==> src/rtl/pacc_pkg.sv <==
package pacc_pkg;

  typedef enum logic {
    ADDR_COUNT = 1'b0,
    ADDR_FLAGS = 1'b1
  } pacc_addr_e;

  localparam int FLG_N    = 2;
  localparam int FLG_EDGE = 0;
  localparam int FLG_OVF  = 1;

  // Picks the rising or falling strobe by polarity.
  function automatic logic pick_edge(logic pol, logic rise, logic fall);
    return pol ? rise : fall;
  endfunction

endpackage

==> src/rtl/pacc_sync_edge.sv <==
module pacc_sync_edge #(
  parameter int STAGES = 2
) (
  input  logic clk,
  input  logic rst_n,
  input  logic pin,
  output logic level,
  output logic rise,
  output logic fall
);
  logic [STAGES:0] sh;
  logic            prev;

  always_ff @(posedge clk or negedge rst_n) begin
    if (!rst_n) sh <= '0;
    else        sh <= {sh[STAGES-1:0], pin};
  end

  assign level = sh[STAGES-1];
  assign prev  = sh[STAGES];
  assign rise  = level & ~prev;
  assign fall  = ~level & prev;
endmodule

==> src/rtl/pacc_counter.sv <==
module pacc_counter #(
  parameter int CNT_W = 16
) (
  input  logic             clk,
  input  logic             rst_n,
  input  logic             ld,
  input  logic [CNT_W-1:0] ld_val,
  input  logic             split,
  input  logic             sat,
  input  logic             inc_lo,
  input  logic             inc_hi,
  output logic [CNT_W-1:0] count,
  output logic             wrap_evt
);
  localparam int HW = CNT_W / 2;

  // Full-width step; the top bit is the wrap-out.
  function automatic logic [CNT_W:0] step_full(logic [CNT_W-1:0] v, logic en);
    logic [CNT_W:0] r;
    r = {1'b0, v};
    if (en) r = r + (CNT_W+1)'(1);
    return r;
  endfunction

  // Half step; the top bit flags a wrap (or a saturated hit when hold is set).
  function automatic logic [HW:0] step_half(logic [HW-1:0] v, logic en, logic hold);
    logic [HW:0] r;
    if (!en)       r = {1'b0, v};
    else if (&v)   r = hold ? {1'b1, v} : {1'b1, {HW{1'b0}}};
    else           r = {1'b0, v + HW'(1)};
    return r;
  endfunction

  logic [CNT_W:0]   full_nx;
  logic [HW:0]      lo_nx;
  logic [HW:0]      hi_nx;
  logic [CNT_W-1:0] cnt_nx;

  always_comb begin
    full_nx = step_full(count, inc_lo);
    lo_nx   = step_half(count[HW-1:0], inc_lo, 1'b0);
    hi_nx   = step_half(count[CNT_W-1:HW], inc_hi, sat);
    if (ld)         cnt_nx = ld_val;
    else if (split) cnt_nx = {hi_nx[HW-1:0], lo_nx[HW-1:0]};
    else            cnt_nx = full_nx[CNT_W-1:0];
    wrap_evt = ~ld & (split ? hi_nx[HW] : full_nx[CNT_W]);
  end

  always_ff @(posedge clk or negedge rst_n) begin
    if (!rst_n) count <= '0;
    else        count <= cnt_nx;
  end
endmodule

==> src/rtl/pacc_flags.sv <==
module pacc_flags #(
  parameter int N = 2
) (
  input  logic         clk,
  input  logic         rst_n,
  input  logic [N-1:0] set,
  input  logic [N-1:0] clr,
  output logic [N-1:0] flags
);
  always_ff @(posedge clk or negedge rst_n) begin
    if (!rst_n) flags <= '0;
    else        flags <= (flags & ~clr) | set;
  end
endmodule

==> src/rtl/pulse_accum.sv <==
module pulse_accum
  import pacc_pkg::*;
#(
  parameter int CNT_W       = 16,
  parameter int SYNC_STAGES = 2
) (
  input  logic             clk,
  input  logic             rst_n,
  input  logic             reg_wr,
  input  logic             reg_rd,
  input  logic             reg_addr,
  input  logic [CNT_W-1:0] reg_wdata,
  output logic [CNT_W-1:0] reg_rdata,
  input  logic             acc_pin,
  input  logic             cap_edge,
  input  logic             tick,
  input  logic             mode_gated,
  input  logic             edge_pol,
  input  logic             split_mode,
  input  logic             sat_mode,
  input  logic             fast_clr,
  input  logic             ovf_ie,
  input  logic             edge_ie,
  output logic             irq
);
  logic             pin_lvl, pin_rise, pin_fall;
  logic             act_edge, trail_edge, gate_on;
  logic             inc_evt, edg_evt, ovf_evt;
  logic             cnt_ld, cnt_touch, flg_wr;
  logic [FLG_N-1:0] flg_set, flg_clr, flags;
  logic [CNT_W-1:0] count;

  pacc_sync_edge #(.STAGES(SYNC_STAGES)) u_sync (
    .clk(clk), .rst_n(rst_n), .pin(acc_pin),
    .level(pin_lvl), .rise(pin_rise), .fall(pin_fall)
  );

  assign act_edge   = pick_edge(edge_pol, pin_rise, pin_fall);
  assign trail_edge = pick_edge(~edge_pol, pin_rise, pin_fall);
  assign gate_on    = (pin_lvl == edge_pol);
  assign inc_evt    = mode_gated ? (gate_on & tick) : act_edge;
  assign edg_evt    = mode_gated ? trail_edge : act_edge;

  assign cnt_ld    = reg_wr & (reg_addr == ADDR_COUNT);
  assign cnt_touch = (reg_wr | reg_rd) & (reg_addr == ADDR_COUNT);
  assign flg_wr    = reg_wr & (reg_addr == ADDR_FLAGS) & ~fast_clr;

  pacc_counter #(.CNT_W(CNT_W)) u_cnt (
    .clk(clk), .rst_n(rst_n), .ld(cnt_ld), .ld_val(reg_wdata),
    .split(split_mode), .sat(sat_mode),
    .inc_lo(inc_evt), .inc_hi(split_mode & cap_edge),
    .count(count), .wrap_evt(ovf_evt)
  );

  always_comb begin
    flg_set           = '0;
    flg_set[FLG_EDGE] = edg_evt;
    flg_set[FLG_OVF]  = ovf_evt;
    flg_clr = (flg_wr ? reg_wdata[FLG_N-1:0] : '0) | {FLG_N{fast_clr & cnt_touch}};
  end

  pacc_flags #(.N(FLG_N)) u_flg (
    .clk(clk), .rst_n(rst_n), .set(flg_set), .clr(flg_clr), .flags(flags)
  );

  assign irq = (flags[FLG_OVF] & ovf_ie) | (flags[FLG_EDGE] & edge_ie);

  always_comb begin
    reg_rdata = '0;
    if (reg_addr == ADDR_COUNT) reg_rdata = count;
    else                        reg_rdata[FLG_N-1:0] = flags;
  end
endmodule

==> config.mk <==
export PLATFORM = sky130hd
export DESIGN_NAME = pulse_accum
export DESIGN_NICKNAME = d
export VERILOG_FILES = /design/src/rtl/pacc_pkg.sv /design/src/rtl/pacc_sync_edge.sv /design/src/rtl/pacc_counter.sv /design/src/rtl/pacc_flags.sv /design/src/rtl/pulse_accum.sv
export SDC_FILE = /design/constraint.sdc
export NUM_CORES = 1
export LEC_CHECK = 0
export ABC_AREA = 1
export BUFFER_PORTS_ARGS = -buffer_cell sky130_fd_sc_hd__buf_2
export CAP_MARGIN = 20
export CELL_PAD_IN_SITES_DETAIL_PLACEMENT = 0
export CELL_PAD_IN_SITES_GLOBAL_PLACEMENT = 2
export CORE_MARGIN = 8
export CORE_UTILIZATION = 27
export CTS_CLUSTER_SIZE = 10
export DETAILED_ROUTE_END_ITERATION = 12
export GPL_ROUTABILITY_DRIVEN = 0
export PLACE_DENSITY = 0.84
export SETUP_SLACK_MARGIN = 0.1
export SKIP_LAST_GASP = 1
export SYNTH_ARGS = -nofsm -noshare
export SYNTH_HDL_FRONTEND = slang
export SYNTH_SLANG_ARGS = --single-unit
export TNS_END_PERCENT = 5
==> constraint.sdc <==
create_clock -name clk -period 1.7 [get_ports clk]
set_input_delay 0.425 -clock clk [delete_from_list [all_inputs] [get_ports clk]]
set_output_delay 0.425 -clock clk [all_outputs]
set_load 0.03 [all_outputs]
# Word level (Yosys, flattened, before mapping)
# Index checks and enable logic that the tools add are counted.
word_totals:
  input_bits: 31
  regBits: 21
op_classes:
  n_eq_ne: 3
  n_reduce_logical: 5
  addsub: 3
  bitwise: 23
  n_mux: 16
ops:
  columns: ["operator", "count"]
  rows:
  - ["$mux 16", 2]
  - ["$mux 8", 3]
  - ["$mux 9", 2]
  - ["$add 16x1->17 const B", 1]
  - ["$mux 17", 1]
  - ["$add 8x1->8 const B", 2]
  - ["$reduce_and 8->1", 2]
  - ["$mux 14", 1]
  - ["$and 1x1->1", 12]
  - ["$mux 1", 5]
  - ["$not 1->1", 5]
  - ["$mux 2", 2]
  - ["$ne 4x3->1 const B", 1]
  - ["$or 2x2->2", 2]
  - ["$ne 3x1->1 const B", 1]
  - ["$reduce_and 3->1", 1]
  - ["$reduce_bool 3->1", 1]
  - ["$and 2x2->2", 1]
  - ["$not 2->2", 1]
  - ["$or 1x1->1", 2]
  - ["$reduce_bool 2->1", 1]
  - ["$eq 1x1->1", 1]

# Longest topological paths before layout
logic_depth:
  depth_word: 8
  ltp_mapped: 11
  mapped_depth_nobuf: 11

# Modules after synthesis
# From an unflattened synthesis, not the netlist that was laid out.
unflattened:
  hier_cells: 295
  hier_area_um2: 1811.7
by_module_without_submodules:
  columns: ["module", "area_each_um2", "cells_per_inst", "instances"]
  rows:
  - ["pacc_counter", 1368.8, 210, 1]
  - ["pulse_accum", 272.8, 68, 1]
  - ["pacc_sync_edge", 90.1, 7, 1]
  - ["pacc_flags", 80.1, 10, 1]

# Worst setup path after synthesis
# No wires, ideal clock.
synth_path:
  path_kind: "input to output"
  start: "input reg_addr"
  end: "output reg_rdata[0]"
  path_stages: 2
  path_slack_ns: -0.043
  path_buffers: 1
  arrival_time_ns: 1.318
  cell_sequence: "clkbuf_1 o21ai_0"
synth_via:
  elab_chain_cells: 1
synth_rtl:
  columns: ["item", "line_no", "source"]
  rows:
  - ["start: declaration", "pulse_accum.sv:11", "input logic reg_addr,"]
  - ["$mux 2", "pulse_accum.sv:70", "if (reg_addr == ADDR_COUNT) reg_rdata = count;"]
  - ["end: declaration", "pulse_accum.sv:13", "output logic [CNT_W-1:0] reg_rdata,"]
# No other way between the ends.

# Final worst setup path
layout_path:
  start: "register u_cnt.count[8]"
  end: "output reg_rdata[8]"
layout_via:
  elab_chain_cells: 1
layout_rtl:
  columns: ["item", "line_no", "source"]
  rows:
  - ["start: declaration", "pacc_counter.sv:12", "output logic [CNT_W-1:0] count,"]
  - ["start signal: assignment", "pacc_counter.sv:51", "else count <= cnt_nx;"]
  - ["$mux 14", "pulse_accum.sv:70", null]
# No other way between the ends.

==> results <==
- In the final timing run, aggregate negative setup slack is 0 ps.
- The library cell used as clock root buffer is sky130_fd_sc_hd__clkbuf_8.
- The core region is 6680 um^2.
- Leaving out filler cells and counting taps, the final layout contains 433.
- The maximum number of pins on one net before global-route repair is 22.
- The clock network latency to the later pin of the worst-skew pair is 270 ps.
- Across all hold checks on the routed design, the worst slack comes to ~120 ps.
- The number of hold violations in the final report is 0.
- The share of the Yosys chip area taken by registers is 0.288.
- The worst setup path is of the flip-flop to output pin kind.
- Across the VDD grid, the largest voltage drop is around 300 uV.
- The post-route fraction of the period consumed by the critical path is 0.933.
- In this run the static leakage power is roughly 0.0012 uW.
- TritonCTS built the clock tree.
- The DRC violation total after the first TritonRoute iteration is 90.
- Clock-pin slew was measured on the worst setup and hold paths at roughly 100 ps.
- The average vias per placed instance is 4.55.
- In this run the tightest slew margin relative to its limit is 0.637.
- In this run, placement finished with an instance count of 427.
- The clock net sink count is 21.
- The via count of the first global-routing pass was 2032.
- The starting density of the core is 0.273.
- The overall overflow remaining after global route is 0.
- The largest fanout on the critical path is 6.
- In this run the cell area of the synthesized design comes to about 1800 um^2.
- Subtracting the final worst setup slack from the clock period gives around 1600 ps.
- The worst setup path startpoint is u_cnt.count[8]$_DFFE_PN0P_.
- For the worst setup path, the data arrival time is 1160 ps.
- In the final layout, the share of cells above drive strength 1 is 0.295.
- The synthesized design contains 21 register bits.
- In the layout the commonest cells are 97 x sky130_fd_sc_hd__nand2_1, 45 x sky130_fd_sc_hd__buf_2, 33 x sky130_fd_sc_hd__nor2_1.
- CTS built an H-tree with a depth of 1.
- The number of top-level pins is 48.
- Setup repair after global routing could not meet its margin everywhere.
- STA classifies the critical path endpoint as an output pin.
- The first global-routing pass estimated 10.1 mm of wire.
- The worst hold path belongs to the class input port to asynchronous set/reset pin.
- After detailed routing, the total wire length is 5.86 mm.
- The area taken by flip-flops and latches is 527 um^2.
- The worst register-to-register path ends at u_cnt.count[9]$_DFFE_PN0P_.
- TritonCTS created 3 clock buffers.
- The critical path ends at reg_rdata[8].
- Hold repair after CTS inserted 0 buffers.
- In this run the core area contains 30 standard-cell rows.
- The synthesized netlist contains 30 unique library cells.
- The worst endpoint required time is roughly 1300 ps.
- The gate count after technology mapping is 293.
- The maximum clock frequency is 631 MHz.
- The total of fill cells in the finished design is approximately 770.
- The total power consumption of the routed design is 1880 uW.
- The area overhead of the layout relative to synthesis is 28.0%.
- The library cell used most frequently in the layout, excluding fill and tap cells, is sky130_fd_sc_hd__nand2_1.
- From left edge to right edge, the die measures 98.3 um.
- The post-synth net total is 327.
- The DRC violations left is 0.
- The first-pass iteration count of the detailed router is 4.
- Each instance of the synthesized netlist takes up on average between 6 and 7 um^2.
- The die covers 9650 um^2.
- The placed wire-length estimate is 4.65 mm.
- The slack of the worst reg-to-reg path is 230 ps.
- The count of pins over their slew limit is 0.
- In the final routed layout, each cell accounts on average for between 10 and 15 um.
- In this run the power density over the cells is between 800 and 900 nW/um^2.
- The overall die height is a little under 100 um.
- The number of nets with antenna violations after routing is 0.
- The startpoint identified for the worst register-to-register timing path is u_cnt.count[8]$_DFFE_PN0P_.
- The transition at the pin with the smallest max-transition slack is 544 ps.
- The number of warnings printed during yosys synthesis is 0.
- The total via count in the routed design is 1971.
- The clock skew after layout is 11.3 ps.
- After the last flow step, the layout net total stands at 388.
- The number of antenna diodes in the final layout is 0.
- The number of cells on the worst reg-to-reg path is 10.
- The area of the multi-input gates is ~1200 um^2.
- The worst setup path is launched from a flip-flop.
- Input and output buffers added on the ports amount to 47.
- In the global route stage, overall resource usage came out at 0.125.
- The number of antenna violations at the first check in global routing is 0.
- The number of setup violations in the final report is 0.
- The number of max-cap violations is 0.
- The flow ran to the end, and the final reports show no timing, DRC or antenna violations.
- The buffer depth of the longest clock path is 2.
## repair_timing
item | CTS | global route
buffers inserted | 0 | 2
setup endpoints to repair | 1 | 18
gates resized for setup | 1 | 10
## critical path, cell delays in order, from the launching register on
cell and delay (ps):
sky130_fd_sc_hd__dfrtp_1 410, sky130_fd_sc_hd__buf_4 170, sky130_fd_sc_hd__inv_1 100, sky130_fd_sc_hd__nor2_1 50
sky130_fd_sc_hd__buf_4 160
## power breakdown
part / internal, uW / total (uW) / switching (uW)
clock network: 166 / 372 / 205
logic: 300 / 815 / 514
registers: 586 / 689 / 104
## worst min-delay path by stage
stage	to	slack, ps	cells past startpoint
2_1_floorplan	u_cnt.count[0]$_DFFE_PN0P_	130	0
3_3_place_gp	u_sync.sh[1]$_DFF_PN0_	340	0
3_5_place_dp	u_sync.sh[1]$_DFF_PN0_	340	0
4_1_cts	u_cnt.count[6]$_DFFE_PN0P_	150	1
5_1_grt	u_cnt.count[6]$_DFFE_PN0P_	170	1
6_report	u_cnt.count[6]$_DFFE_PN0P_	120	1
## area by class of cell
type	instances	share of cell area
inverter	33	0.0530
sequential	21	0.225
tap	80	0.0428
timing repair buffer	62	0.156
clock buffer	3	0.0177
multi-input combinational	233	0.502
clock inverter	1	0.00321
## through the flow
| stage | area, um^2 | util | setup WS (ps) |
|---|---|---|---|
| finish | 2340 | 0.350 | 114 |
| global route | 2340 | 0.350 | 80.0 |
| CTS | 2300 | 0.344 | 101 |
| detailed placement | 2250 | 0.336 | 102 |
| global placement | 2250 | 0.336 | 124 |
| floorplan | 1830 | - | 22.7 |
## routing by layer
metal,up-vias,share of wire,GRT usage
met5,-,0,0
met3,2,0.042,0.0213
li1,1049,-,-
met1,888,0.50,0.172
met4,0,0.0055,0.0272
met2,32,0.45,0.200
## sequential cells by signal, indices dropped and copies added, names as in the netlist
name / count
u_flg.flags: 2
u_cnt.count: 16
u_sync.sh: 3
## synthesized netlist by cell type
cell type | instances | area, um^2
sky130_fd_sc_hd__nand2_4 | 2 | 22.5
sky130_fd_sc_hd__or2_1 | 1 | 6.26
sky130_fd_sc_hd__xor2_1 | 6 | 52.6
sky130_fd_sc_hd__o21ai_1 | 4 | 20.0
sky130_fd_sc_hd__a21oi_2 | 1 | 8.76
sky130_fd_sc_hd__ha_1 | 3 | 37.5
sky130_fd_sc_hd__nor2_4 | 1 | 11.3
sky130_fd_sc_hd__o21ai_2 | 1 | 8.76
sky130_fd_sc_hd__dfrtp_1 | 21 | 526
sky130_fd_sc_hd__or2_2 | 5 | 31.3
sky130_fd_sc_hd__and3_1 | 1 | 6.26
sky130_fd_sc_hd__inv_1 | 28 | 105
sky130_fd_sc_hd__clkbuf_1 | 2 | 7.51
sky130_fd_sc_hd__o21ai_0 | 6 | 30.0
sky130_fd_sc_hd__inv_2 | 5 | 18.8
sky130_fd_sc_hd__o211ai_1 | 2 | 15.0
sky130_fd_sc_hd__nand4_1 | 10 | 62.6
sky130_fd_sc_hd__nand3_1 | 31 | 155
sky130_fd_sc_hd__buf_1 | 1 | 3.75
sky130_fd_sc_hd__nor2_1 | 36 | 135
sky130_fd_sc_hd__nand2_2 | 6 | 37.5
sky130_fd_sc_hd__nand3_2 | 1 | 10.0
sky130_fd_sc_hd__a21oi_1 | 6 | 30.0
sky130_fd_sc_hd__nor3_1 | 1 | 5.00
sky130_fd_sc_hd__a21oi_4 | 1 | 16.3
sky130_fd_sc_hd__buf_2 | 3 | 15.0
sky130_fd_sc_hd__nand2_1 | 97 | 364
sky130_fd_sc_hd__a22o_1 | 1 | 8.76
sky130_fd_sc_hd__nor2_2 | 9 | 56.3
sky130_fd_sc_hd__nand3b_4 | 1 | 20.0
## cells by family after synthesis
family	Yosys count	share of synthesized area
AO/OA/AOI/OAI	22	0.0753
AND/OR/NAND/NOR	202	0.505
buffers and inverters	39	0.0822
XOR/XNOR	6	0.0288
adder cells (fa/ha/maj)	3	0.0206
flip-flops	21	0.288
(Power assumes the default switching activity.)
